===== src/rtl/nmi_gate_pkg.sv =====
package nmi_gate_pkg;
  localparam int REG_W    = 8;
  localparam int FLAG_BIT = 1;
  localparam int RSV_BIT  = 0;
  localparam int N_EVT    = 4;
endpackage


===== src/rtl/nmi_rst_sync.sv =====
module nmi_rst_sync #(
  parameter int STAGES = 2
) (
  input  logic clk,
  input  logic arst_n,
  output logic srst_n
);
  logic [STAGES-1:0] sync_q;
  logic [STAGES-1:0] sync_d;

  always_comb begin
    sync_d = {sync_q[STAGES-2:0], 1'b1};
  end

  always_ff @(posedge clk or negedge arst_n) begin
    if (!arst_n) sync_q <= '0;
    else         sync_q <= sync_d;
  end

  assign srst_n = sync_q[STAGES-1];
endmodule


===== src/rtl/nmi_flag_reg.sv =====
module nmi_flag_reg
  import nmi_gate_pkg::*;
#(
  parameter int NE = N_EVT
) (
  input  logic             clk,
  input  logic             rst_n,
  input  logic [NE-1:0]    evt,
  input  logic             rd,
  input  logic             wr,
  input  logic [REG_W-1:0] wdata,
  output logic [REG_W-1:0] rdata,
  output logic             flag
);
  logic flag_q, flag_d, flag_en;
  logic arm_q, arm_d, arm_en;
  logic rsv_q, rsv_d, rsv_en;
  logic evt_any, clr_ok;
  logic unused_wdata;

  assign unused_wdata = ^wdata;

  always_comb begin
    evt_any = |evt;
    clr_ok  = wr && !wdata[FLAG_BIT] && arm_q;
    flag_en = evt_any || clr_ok;
    flag_d  = evt_any;
    arm_en  = wr || rd;
    arm_d   = wr ? 1'b0 : flag_q;
    rsv_en  = wr;
    rsv_d   = wdata[RSV_BIT];
  end

  always_ff @(posedge clk or negedge rst_n) begin
    if (!rst_n) begin
      flag_q <= 1'b0;
      arm_q  <= 1'b0;
      rsv_q  <= 1'b0;
    end else begin
      if (flag_en) flag_q <= flag_d;
      if (arm_en)  arm_q  <= arm_d;
      if (rsv_en)  rsv_q  <= rsv_d;
    end
  end

  for (genvar b = 0; b < REG_W; b++) begin : g_rd
    if (b == FLAG_BIT) begin : g_flag
      assign rdata[b] = flag_q;
    end else if (b == RSV_BIT) begin : g_rsv
      assign rdata[b] = rsv_q;
    end else begin : g_zero
      assign rdata[b] = 1'b0;
    end
  end

  assign flag = flag_q;
endmodule


===== src/rtl/nmi_src_pick.sv =====
module nmi_src_pick #(
  parameter int N_SRC = 8,
  parameter int IDX_W = (N_SRC > 1) ? $clog2(N_SRC) : 1
) (
  input  logic [N_SRC-1:0] pend,
  output logic             any,
  output logic [IDX_W-1:0] idx
);
  logic [N_SRC-1:0] below;
  logic [N_SRC-1:0] first;

  assign below[0] = 1'b0;
  for (genvar i = 1; i < N_SRC; i++) begin : g_chain
    assign below[i] = below[i-1] | pend[i-1];
  end

  for (genvar i = 0; i < N_SRC; i++) begin : g_first
    assign first[i] = pend[i] & ~below[i];
  end

  always_comb begin
    idx = '0;
    for (int i = 0; i < N_SRC; i++) begin
      if (first[i]) idx = idx | IDX_W'(i);
    end
  end

  assign any = |pend;
endmodule


===== src/rtl/nmi_xfer_launch.sv =====
module nmi_xfer_launch #(
  parameter int IDX_W = 3
) (
  input  logic             clk,
  input  logic             rst_n,
  input  logic             any,
  input  logic [IDX_W-1:0] pick,
  input  logic             block,
  input  logic             done,
  output logic             gnt,
  output logic [IDX_W-1:0] gnt_idx,
  output logic             busy
);
  logic             launch;
  logic             gnt_q, gnt_d;
  logic             busy_q, busy_d, busy_en;
  logic [IDX_W-1:0] idx_q;

  always_comb begin
    launch  = any && !block && !busy_q;
    gnt_d   = launch;
    busy_en = launch || done;
    busy_d  = launch;
  end

  always_ff @(posedge clk or negedge rst_n) begin
    if (!rst_n) begin
      gnt_q  <= 1'b0;
      busy_q <= 1'b0;
      idx_q  <= '0;
    end else begin
      gnt_q <= gnt_d;
      if (busy_en) busy_q <= busy_d;
      if (launch)  idx_q  <= pick;
    end
  end

  assign gnt     = gnt_q;
  assign gnt_idx = idx_q;
  assign busy    = busy_q;
endmodule


===== src/rtl/nmi_gate_ctrl.sv =====
module nmi_gate_ctrl
  import nmi_gate_pkg::*;
#(
  parameter int N_SRC = 8,
  parameter int N_EVT = nmi_gate_pkg::N_EVT,
  parameter int IDX_W = (N_SRC > 1) ? $clog2(N_SRC) : 1
) (
  input  logic             clk,
  input  logic             rst_n,
  input  logic [N_EVT-1:0] nm_evt,
  input  logic             reg_rd,
  input  logic             reg_wr,
  input  logic [REG_W-1:0] reg_wdata,
  output logic [REG_W-1:0] reg_rdata,
  input  logic [N_SRC-1:0] act_req,
  input  logic [N_SRC-1:0] act_en,
  input  logic             xfer_done,
  output logic             xfer_gnt,
  output logic [IDX_W-1:0] xfer_idx,
  output logic             xfer_busy
);
  logic             srst_n;
  logic             flag;
  logic             any;
  logic [IDX_W-1:0] pick;
  logic [N_SRC-1:0] pend;

  assign pend = act_req & act_en;

  nmi_rst_sync #(.STAGES(2)) u_rst (
    .clk(clk), .arst_n(rst_n), .srst_n(srst_n)
  );

  nmi_flag_reg #(.NE(N_EVT)) u_flag (
    .clk(clk), .rst_n(srst_n), .evt(nm_evt), .rd(reg_rd), .wr(reg_wr),
    .wdata(reg_wdata), .rdata(reg_rdata), .flag(flag)
  );

  nmi_src_pick #(.N_SRC(N_SRC), .IDX_W(IDX_W)) u_pick (
    .pend(pend), .any(any), .idx(pick)
  );

  nmi_xfer_launch #(.IDX_W(IDX_W)) u_launch (
    .clk(clk), .rst_n(srst_n), .any(any), .pick(pick), .block(flag),
    .done(xfer_done), .gnt(xfer_gnt), .gnt_idx(xfer_idx), .busy(xfer_busy)
  );
endmodule


===== config.mk =====
export PLATFORM = sky130hd
export DESIGN_NAME = nmi_gate_ctrl
export DESIGN_NICKNAME = d
export VERILOG_FILES = /design/src/rtl/nmi_gate_pkg.sv /design/src/rtl/nmi_rst_sync.sv /design/src/rtl/nmi_flag_reg.sv /design/src/rtl/nmi_src_pick.sv /design/src/rtl/nmi_xfer_launch.sv /design/src/rtl/nmi_gate_ctrl.sv
export SDC_FILE = /design/constraint.sdc
export NUM_CORES = 1
export LEC_CHECK = 0
export BUFFER_PORTS_ARGS = -buffer_cell sky130_fd_sc_hd__buf_4
export CAP_MARGIN = 20
export CORE_MARGIN = 5
export CORE_UTILIZATION = 39
export CTS_BUF_LIST = sky130_fd_sc_hd__clkbuf_16
export CTS_CLUSTER_SIZE = 30
export DETAILED_ROUTE_END_ITERATION = 7
export PLACE_DENSITY = 0.82
export SYNTH_ARGS = -nofsm -noshare
export SYNTH_HDL_FRONTEND = slang
export SYNTH_SLANG_ARGS = --single-unit

===== constraint.sdc =====
create_clock -name clk -period 1.9 [get_ports clk]
set_input_delay 0.475 -clock clk [delete_from_list [all_inputs] [get_ports clk]]
set_output_delay 0.475 -clock clk [all_outputs]
set_load 0.005 [all_outputs]

==> results.ini <==
[outcome]
status=complete, no violations

[timing]
slew_violations=0
hold_violations=0
fin_tns_setup_ns=0
min_period_over_period_pct=66.7
fin_crit_ns=1.27
whs_ns=0.0147
max_freq_mhz=789
final-setup-viol-count=0
finClkSkew_ns=0.000829
rsz0062_at_grt=false

[die]
die-area_um2=2210
die_x_um=47.0
io_pins=46
start_util_pct=41.0
rows=13
coreArea_um2=1300
die_h_um=47.0

[setup_path]
critPathMaxFanout=5
cp_slowest_cell=dfrtp_1
critical_path_class=reg2out
cpPeakStageDelay_ns=0.41
worstPathRequired_ns=1.42
critPathArrivalTime_ns=0.79
crit_family=flip-flops
cp.buffers_inverters=1
crit_path_end_kind=primary output
cp-start-kind=register
worstPathCellList=buf_4

[synthesis]
synthAdderAreaFrac_pct=0
synthArstFlopShare_pct=100
synth.distinct_cells=21
synth.area.top_cells=dfrtp_1, buf_4, a22oi_4, a21oi_1, nor2_1
yosysMostFrequentCell=dfrtp_1
synth_compound_area_share_pct=25.1
synth_common_cells=dfrtp_1, buf_4, nor2_1
ys_seq_area_share_pct=46.9
syn_area_um2=533
syn_area_per_cell_um2=10.3
yosys.area.top_type=dfrtp_1
synth_edf_count=0
synthXorXnorAreaFrac_pct=0
synth_mux_area_share_pct=3.99
ys_dominant_reg_cell=dfrtp_1
yosysTopAreaCellShare_pct=46.9
synth_top_family_by_area=compound AO/OA/AOI/OAI gates
ys_warn_count=0
synth_simple_gate_area_share_pct=9.86
ys_seq_elements=10
synthCells=52

[global_routing]
first_global_vias=532
grt_max_degree=9
grt_usage_pct=13.0
antenna_found_initial=0
grt_pass1_wl_um=2060
gr-total-overflow=0

[clock_tree]
insertion_delay_ns=0.23
cts_resized=0
cts_setup_buffers=0
holdBufCountCts=0
clock_sinks=10
cts_tree=built
clockBufferDepth=2
cts-root-buf=clkbuf_16
numCtsBuffers=3
h-tree-depth=1
path_clk_slew_ns=0.04

[drt]
drc_errors=0
drt_wl_total_um=1330
route.antenna.remaining_nets=0
drt-met1-wl_um=458
met2RoutedLength_um=653
wl_per_cell_um=13.2
first_pass_iters=1
num_vias=487
drt_iter0_drc=0
dr_wl_met3_um=222
maxUsedRoutingLayer=met3
viasPerCell=4.82

[final_layout]
final_nets=120
drive_above_1_share_pct=47.7
area_delta_synth_final_pct=57.0
final_cell_count_no_fill=101
diodes=0
final_util_pct=64.3

[pwr]
finalPower_uw=728
power_density_nw_per_um2=869
max-vdd-ir-drop_mv=0.533
p_leak_uw=0.000433

[min_path]
hold_path_class=in2async

[placement]
gp_congestion=0.662
io_buffers=33
hpwl_um=1140
place_inst=97

[run]
max_cap_violations=0

==> state kept, by name (all words and copies together), names as in the netlist <==
register / flops
u_flag.arm_q: 1
u_flag.flag: 1
u_flag.rsv_q: 1
u_launch.busy: 1
u_launch.gnt: 1
u_launch.gnt_idx: 3
u_rst.sync_q: 2
==> area by class of cell <==
cell class	instances	area, um^2
Timing Repair Buffer	33	248
Tap cell	15	18.8
Multi-Input combinational cell	37	234
Fill cell	113	464
Clock inverter	1	3.75
Inverter	2	7.51
Sequential cell	10	250
Clock buffer	3	75.1
==> per-layer routing <==
layer / global-route usage, % / vias up
met4: 6.63 / 0
li1: - / 235
met5: 0 / -
met1: 13.0 / 219
met2: 23.3 / 33
met3: 4.98 / 0
==> layout by cell type, fill, tap and decap left out, drive strengths merged <==
master	synthesis	routed
dfrtp	10	10
mux2	1	1
nor2	5	5
clkinv	0	1
mux2i	1	1
or2	1	1
clkbuf	0	3
nor4	1	1
conb	2	7
a41oi	1	1
nand2	5	5
a211o	1	1
buf	8	33
a21oi	4	4
o21ai	2	2
inv	2	2
a31oi	1	1
a21o	2	2
a22oi	4	4
a32oi	1	1
==> where the power goes <==
part           switching, uW  internal, uW  total (uW)
clock network           92.9           275         368
registers               11.6           232         244
logic                   44.0          71.6         116
==> kinds of logic after synthesis <==
family                 count (synthesis)
multiplexers                           2
AND/OR/NAND/NOR                       12
other                                  2
AO/OA/AOI/OAI                         16
flip-flops                            10
buffers and inverters                 10
==> final timing paths <==
| kind | startpoint | end | cells after the start | slack, ns |
|---|---|---|---|---|
| hold / removal | rst_n | u_rst.sync_q[0]$_DFF_PN0_ | 1 | 0.01 |
| hold reg to reg | u_rst.sync_q[1]$_DFF_PN0_ | u_flag.flag$_DFFE_PN0P_ | 0 | 0.12 |
| min in group clk | u_rst.sync_q[0]$_DFF_PN0_ | u_rst.sync_q[1]$_DFF_PN0_ | 0 | 0.36 |
| setup reg to reg | u_flag.flag$_DFFE_PN0P_ | u_launch.gnt_idx[0]$_DFFE_PN0P_ | 4 | 0.69 |
| setup / recovery | u_flag.flag$_DFFE_PN0P_ | reg_rdata[1] | 1 | 0.63 |
| max in group asynchronous | u_rst.sync_q[1]$_DFF_PN0_ | u_flag.rsv_q$_DFFE_PN0P_ | 0 | 1.54 |
==> per-stage QoR <==
step	cell area, um^2	worst slack, ns
2_1_floorplan	552	0.655
3_3_place_gp	758	0.447
3_5_place_dp	758	0.452
4_1_cts	837	0.623
5_1_grt	837	0.577
6_report	837	0.633
(Power assumes the default switching activity.)
